--- config.mk ---
export PLATFORM = sky130hd
export DESIGN_NAME = timebase_decr
export DESIGN_NICKNAME = d
export VERILOG_FILES = /design/src/rtl/tbd_pkg.sv /design/src/rtl/tbd_counter64.sv /design/src/rtl/tbd_decrementer.sv /design/src/rtl/tbd_regport.sv /design/src/rtl/timebase_decr.sv
export SDC_FILE = /design/constraint.sdc
export NUM_CORES = 1
export LEC_CHECK = 0
export BUFFER_PORTS_ARGS = -buffer_cell sky130_fd_sc_hd__clkbuf_2
export CORE_MARGIN = 1.5
export CORE_UTILIZATION = 40
export DETAILED_ROUTE_END_ITERATION = 7
export PLACE_DENSITY_LB_ADDON = 0.2
export SYNTH_ARGS = -nofsm -noshare
export SYNTH_HDL_FRONTEND = slang
export SYNTH_HIERARCHICAL = 1
export SYNTH_SLANG_ARGS = --single-unit
--- constraint.sdc ---
create_clock -name clk -period 3.1 [get_ports clk]
set_input_delay 0.155 -clock clk [delete_from_list [all_inputs] [get_ports clk]]
set_output_delay 0.155 -clock clk [all_outputs]
set_load 0.02 [all_outputs]
--- src/rtl/tbd_pkg.sv ---
package tbd_pkg;
  typedef enum logic [2:0] {
    SEL_TB_LO  = 3'd0,
    SEL_TB_HI  = 3'd1,
    SEL_ATB_LO = 3'd2,
    SEL_ATB_HI = 3'd3,
    SEL_DEC    = 3'd4,
    SEL_RTC_LO = 3'd5
  } sel_e;

  localparam logic [31:0] RTC_LO_MASK = 32'h3FFF_FF80;
  localparam int BASE_COUNT = 2;
endpackage

--- src/rtl/tbd_counter64.sv ---
module tbd_counter64 #(
  parameter int HALF_W = 32
) (
  input  logic                clk,
  input  logic                rst_n,
  input  logic                step,
  input  logic                wr_lo,
  input  logic                wr_hi,
  input  logic [HALF_W-1:0]   wdata,
  output logic [2*HALF_W-1:0] q
);
  localparam int FULL_W = 2 * HALF_W;

  logic [FULL_W-1:0] nxt;

  always_comb begin
    nxt = q;
    if (wr_lo)      nxt = {q[FULL_W-1:HALF_W], wdata};
    else if (wr_hi) nxt = {wdata, q[HALF_W-1:0]};
    else if (step)  nxt = q + {{(FULL_W-1){1'b0}}, 1'b1};
  end

  always_ff @(posedge clk) begin
    if (!rst_n) q <= '0;
    else        q <= nxt;
  end
endmodule

--- src/rtl/tbd_decrementer.sv ---
module tbd_decrementer #(
  parameter int W = 32
) (
  input  logic         clk,
  input  logic         rst_n,
  input  logic         step,
  input  logic         embedded,
  input  logic         ack,
  input  logic         wr,
  input  logic [W-1:0] wdata,
  output logic [W-1:0] q,
  output logic         irq
);
  localparam logic [W-1:0] ALL_ONES = '1;
  localparam logic [W-1:0] ZERO     = '0;
  localparam logic [W-1:0] ONE      = {{(W-1){1'b0}}, 1'b1};

  logic [W-1:0] nxt;
  logic         fire;

  always_comb begin
    nxt  = q;
    fire = 1'b0;
    if (wr) begin
      nxt  = wdata;
      fire = wdata[W-1] && !q[W-1];
    end else if (step) begin
      if (q == ZERO) begin
        if (!embedded) begin
          nxt  = ALL_ONES;
          fire = 1'b1;
        end
      end else begin
        nxt  = q - ONE;
        fire = embedded && (q == ONE);
      end
    end
  end

  always_ff @(posedge clk) begin
    if (!rst_n) begin
      q   <= ALL_ONES;
      irq <= 1'b0;
    end else begin
      q <= nxt;
      if (fire)     irq <= 1'b1;
      else if (ack) irq <= 1'b0;
    end
  end
endmodule

--- src/rtl/tbd_regport.sv ---
module tbd_regport #(
  parameter int DATA_W = 32
) (
  input  logic              clk,
  input  logic              rst_n,
  input  logic              req_valid,
  output logic              req_ready,
  input  logic              req_write,
  input  logic [DATA_W-1:0] rd_value,
  output logic              wr_go,
  output logic              rsp_valid,
  input  logic              rsp_ready,
  output logic [DATA_W-1:0] rsp_data
);
  logic accept;

  assign req_ready = !rsp_valid || rsp_ready;
  assign accept    = req_valid && req_ready;
  assign wr_go     = accept && req_write;

  always_ff @(posedge clk) begin
    if (!rst_n) begin
      rsp_valid <= 1'b0;
      rsp_data  <= '0;
    end else if (accept && !req_write) begin
      rsp_valid <= 1'b1;
      rsp_data  <= rd_value;
    end else if (rsp_ready) begin
      rsp_valid <= 1'b0;
    end
  end
endmodule

--- src/rtl/timebase_decr.sv ---
module timebase_decr
  import tbd_pkg::*;
#(
  parameter int DATA_W = 32
) (
  input  logic              clk,
  input  logic              rst_n,
  input  logic              tick,
  input  logic              freeze,
  input  logic              embedded_mode,
  input  logic              irq_ack,
  input  logic              req_valid,
  output logic              req_ready,
  input  logic              req_write,
  input  logic [2:0]        req_sel,
  input  logic [DATA_W-1:0] req_wdata,
  output logic              rsp_valid,
  input  logic              rsp_ready,
  output logic [DATA_W-1:0] rsp_data,
  output logic              dec_irq
);
  localparam int BASE_W = 2 * DATA_W;

  logic              step;
  logic              wr_go;
  logic [DATA_W-1:0] rd_value;
  logic [BASE_W-1:0] base_q  [BASE_COUNT];
  logic [DATA_W-1:0] base_wd [BASE_COUNT];
  logic              lo_wr   [BASE_COUNT];
  logic              hi_wr   [BASE_COUNT];
  logic [BASE_W-1:0] tb_q;
  logic [BASE_W-1:0] atb_q;
  logic [DATA_W-1:0] dec_q;
  logic              dec_wr;

  assign step = tick && !freeze;

  // Primary base (index 0) also takes the masked low-word view.
  assign lo_wr[0]   = wr_go && ((req_sel == SEL_TB_LO) || (req_sel == SEL_RTC_LO));
  assign hi_wr[0]   = wr_go && (req_sel == SEL_TB_HI);
  assign base_wd[0] = (req_sel == SEL_RTC_LO) ? (req_wdata & RTC_LO_MASK) : req_wdata;
  assign lo_wr[1]   = wr_go && (req_sel == SEL_ATB_LO);
  assign hi_wr[1]   = wr_go && (req_sel == SEL_ATB_HI);
  assign base_wd[1] = req_wdata;

  generate
    for (genvar gi = 0; gi < BASE_COUNT; gi++) begin : g_base
      tbd_counter64 #(.HALF_W(DATA_W)) u_cnt (
        .clk   (clk),
        .rst_n (rst_n),
        .step  (step),
        .wr_lo (lo_wr[gi]),
        .wr_hi (hi_wr[gi]),
        .wdata (base_wd[gi]),
        .q     (base_q[gi])
      );
    end
  endgenerate

  assign tb_q  = base_q[0];
  assign atb_q = base_q[1];

  assign dec_wr = wr_go && (req_sel == SEL_DEC);

  tbd_decrementer #(.W(DATA_W)) u_dec (
    .clk      (clk),
    .rst_n    (rst_n),
    .step     (step),
    .embedded (embedded_mode),
    .ack      (irq_ack),
    .wr       (dec_wr),
    .wdata    (req_wdata),
    .q        (dec_q),
    .irq      (dec_irq)
  );

  always_comb begin
    case (req_sel)
      SEL_TB_LO:  rd_value = tb_q[DATA_W-1:0];
      SEL_TB_HI:  rd_value = tb_q[BASE_W-1:DATA_W];
      SEL_ATB_LO: rd_value = atb_q[DATA_W-1:0];
      SEL_ATB_HI: rd_value = atb_q[BASE_W-1:DATA_W];
      SEL_DEC:    rd_value = dec_q;
      SEL_RTC_LO: rd_value = tb_q[DATA_W-1:0] & RTC_LO_MASK;
      default:    rd_value = '0;
    endcase
  end

  tbd_regport #(.DATA_W(DATA_W)) u_port (
    .clk       (clk),
    .rst_n     (rst_n),
    .req_valid (req_valid),
    .req_ready (req_ready),
    .req_write (req_write),
    .rd_value  (rd_value),
    .wr_go     (wr_go),
    .rsp_valid (rsp_valid),
    .rsp_ready (rsp_ready),
    .rsp_data  (rsp_data)
  );
endmodule

==> summary.md <==
| Metric | Value |
|---|---|
| Seq pwr share | 47.0% |
| Max-cap violations | 0 |
| Post-DP Area | 14800 um2 |
| GRT Residual Overflow | 0 |
| Placer's final routability congestion estimate | 0.985 |
| Die Y | 190 um |
| Syn Inst Count | 1823 |
| Worst relative slew slack | 45.4% |
| Critical Path, Cell by Cell | nand2b_4 > and3_1 > nand2_1 > nor2_4 > nand2b_1 > nor3_1 > nand3_1 > or3_1 > a31oi_1 |
| Clk sinks | 194 |
| Initial antenna violation count | 5 |
| Clock network power share | 38.1% |
| CP Buf/Inv Count | 0 |
| Yosys reg bits | 194 |
| DPL Wire Length | 45600 um |
| RR Endpoint | g_base[1].u_cnt/q[23] |
| Largest net degree at the start of global routing | 86 |
| Crit path from | u_port/rsp_valid |
| Slowest stage cell on the critical path | nor3_1 |
| CTS tree | built |
| Hold-fix buffers, CTS | 2 |
| Num CTS Buffers | 17 |
| Hold Crit Depth | 3 |
| Number of global-route vias before repair | 13900 |
| R2R depth | 9 |
| Delay of the slowest critical-path stage | 0.65 ns |
| Share of flip-flops with an asynchronous set or reset | 0% |
| Io pins | 79 |
| Combinational power share | 14.9% |
| Mapped Area | 13900 um2 |
| Clock transition at the registers of the reported paths | 0.08 ns |
| Top FF cell, synth | dfxtp_1 |
| Finished Layout Cells | 2335 |
| Design Area, Final | 15400 um2 |
| Seq/Total Area, Yosys | 27.9% |
| Final WS setup | 0.146 ns |
| Final setup fails | 0 |
| Via count | 15500 |
| Warnings, synthesis | 6 |
| DP Worst Slack | 0.295 ns |
| Initial core utilization | 40.5% |
| Yosys cell types | 93 |
| Via density | 6.64 |
| Post-synth top area share | 27.9% |
| Slew Limit Fails | 0 |
| Worst r2r src | u_port/rsp_valid |
| Critical path capture point type | flop |
| Crit path max fanout | 16 |
| Largest cells by area after synthesis | dfxtp_1 28%, mux2i_1 8.0%, nand2_1 6.2%, nand3_1 3.8%, nor2_1 3.5% |
| Sw frac | 31.8% |
| Core area | 34500 um2 |
| Fin crit share | 95.3% |
| Worst EP required | 3.49 ns |
| Mapped Nets | 1871 |
| Avg Cell Area, Syn | 7.65 um2 |
| Post-DR wirelength/cell | 26.3 um |
| Synth cell count leaders | 231 x nand2_1, 194 x dfxtp_1, 129 x nor2_1 |
| Worst IR Drop VDD | 432 uV |
| Final hold slack | 0.0568 ns |
| R2r setup slk | 0.15 ns |
| Status | finished clean |
| Worst-margin pin slew | 0.816 ns |
| H-tree Lvls | 4 |
| Chip width | 190 um |
| Min-Delay Path Class | input pin to flop |
| GRT Resource Usage Total | 33.7% |
| PD cells | 384 nW/um2 |
| Maximum clock frequency | 339 MHz |
| Drt first pass iters | 6 |
| CTS-repair resized insts | 0 |
| FILL cells | 3512 |
| Type of the worst setup path | flop to flop |
| Leading area contributor after synthesis | dfxtp_1 |
| Synth-to-Final Area Change | 10.6% |
| Clock Tree Root | clkbuf_16 |
| Longest Clk Path Bufs | 2 |
| Util after Layout | 44.8% |
| Die area | 36000 um2 |
| Unrepaired setup endpoints after global routing | no |
| Crit-path leading delay family | simple AND/OR/NAND/NOR gates |
| # port buffers | 78 |
| Placed cells | 2299 |
| Setup TNS | 0 ns |
| Antenna viol nets, final | 0 |
| Leak | 5.42 nW |
| End of the critical path | g_base[1].u_cnt/q[23] |
| Total power | 5.93 mW |
| Row count | 68 |
| Final hold violations | 0 |
| CP Data Arrival Time | 3.34 ns |
| Iteration-0 DRC Markers | 2136 |
| Sw power | 1.89 mW |
| Post-CTS Setup Bufs | 0 |
| Layout Skew | 0.0180 ns |
| EDFF count, synth | 0 |
| Most numerous cell in the Yosys netlist | nand2_1 |
| Global-route wire length before repair | 90600 um |
| Int Power | 4.04 mW |
| Area of the multi-input gates | 9210 um2 |
| Routed WL | 61500 um |
| Levels on crit path | 9 |
| Share of cells above drive strength 1 | 13.1% |
| CP startpoint kind | flop |
| Register Area | 3880 um2 |
| Latest clock arrival within the worst-skew pair | 0.47 ns |
| Nets | 1913 |
| DRC violations left | 0 |
| Minimum clock period | 2.95 ns |
[how the worst min path moves through the flow]
stage	end	start
final	u_dec/irq	irq_ack
after global routing	u_dec/irq	irq_ack
after CTS	u_dec/irq	irq_ack
after detailed placement	u_port/rsp_data[16]	u_port/rsp_data[16]
after global placement	u_port/rsp_data[29]	u_port/rsp_data[29]
after floorplan	u_dec/q[7]	req_wdata[7]
[final cells by class]
cell class / count / share of cell area, %
Antenna cell: 2 / 0.0324
Clock buffer: 20 / 2.96
Clock inverter: 12 / 0.690
Inverter: 37 / 0.900
Multi-Input combinational cell: 1451 / 59.7
Sequential cell: 194 / 25.2
Tap cell: 455 / 3.69
Timing Repair Buffer: 164 / 6.86
[power groups by stage]
stage	registers (mW)	clock network [mW]	logic [mW]
floorplan	2.76	0	0.542
global placement	2.83	0	0.846
detailed placement	2.83	0	0.851
CTS	2.78	2.28	0.857
global route	2.80	2.37	0.931
finish	2.79	2.26	0.886
[layer usage]
layer  part of all wire [%]  vias to the layer above  track usage [%]  wire length (um)
met5                  0.021                        -                0                13
li1                       -                     6962                -                 -
met3                     10                      168             5.63              6260
met1                     43                     7435             47.8             26400
met2                     42                      944             48.8             25700
met4                    5.1                        2             16.8              3130
[layout by cell type, fill, tap and decap left out, types with 43 or more instances in the layout]
| cell | count |
|---|---|
| a21oi_1 | 96 |
| a31oi_1 | 43 |
| and3_1 | 47 |
| buf_4 | 85 |
| clkbuf_2 | 76 |
| dfxtp_1 | 194 |
| mux2i_1 | 111 |
| nand2_1 | 231 |
| nand3_1 | 107 |
| nand4_1 | 72 |
| nor2_1 | 128 |
| nor4_1 | 47 |
| o21ai_0 | 73 |
[sequential cells by signal (all words and copies together) (netlist names)]
register and count:
u_dec/q 32, u_port/rsp_valid 1, u_port/rsp_data 32, g_base.u_cnt/q 128
u_dec/irq 1
[worst register-to-register path: stages, from the launching register on]
cell and delay (ns):
dfxtp_1 0.38, nand2b_4 0.07, and3_1 0.29, nand2_1 0.20, nor2_4 0.12, nand2b_1 0.41, nor3_1 0.65, nand3_1 0.23
or3_1 0.36, a31oi_1 0.17
[logic make-up after synthesis]
group,Yosys count,synth area share (%)
mux,116,8.40
simple gates,831,32.1
fa+ha+maj,4,0.359
compound gates,449,21.7
flops,194,27.9
buf+inv,178,6.42
xor+xnor,51,3.20
Note: power is estimated with default switching activity, not from simulation.
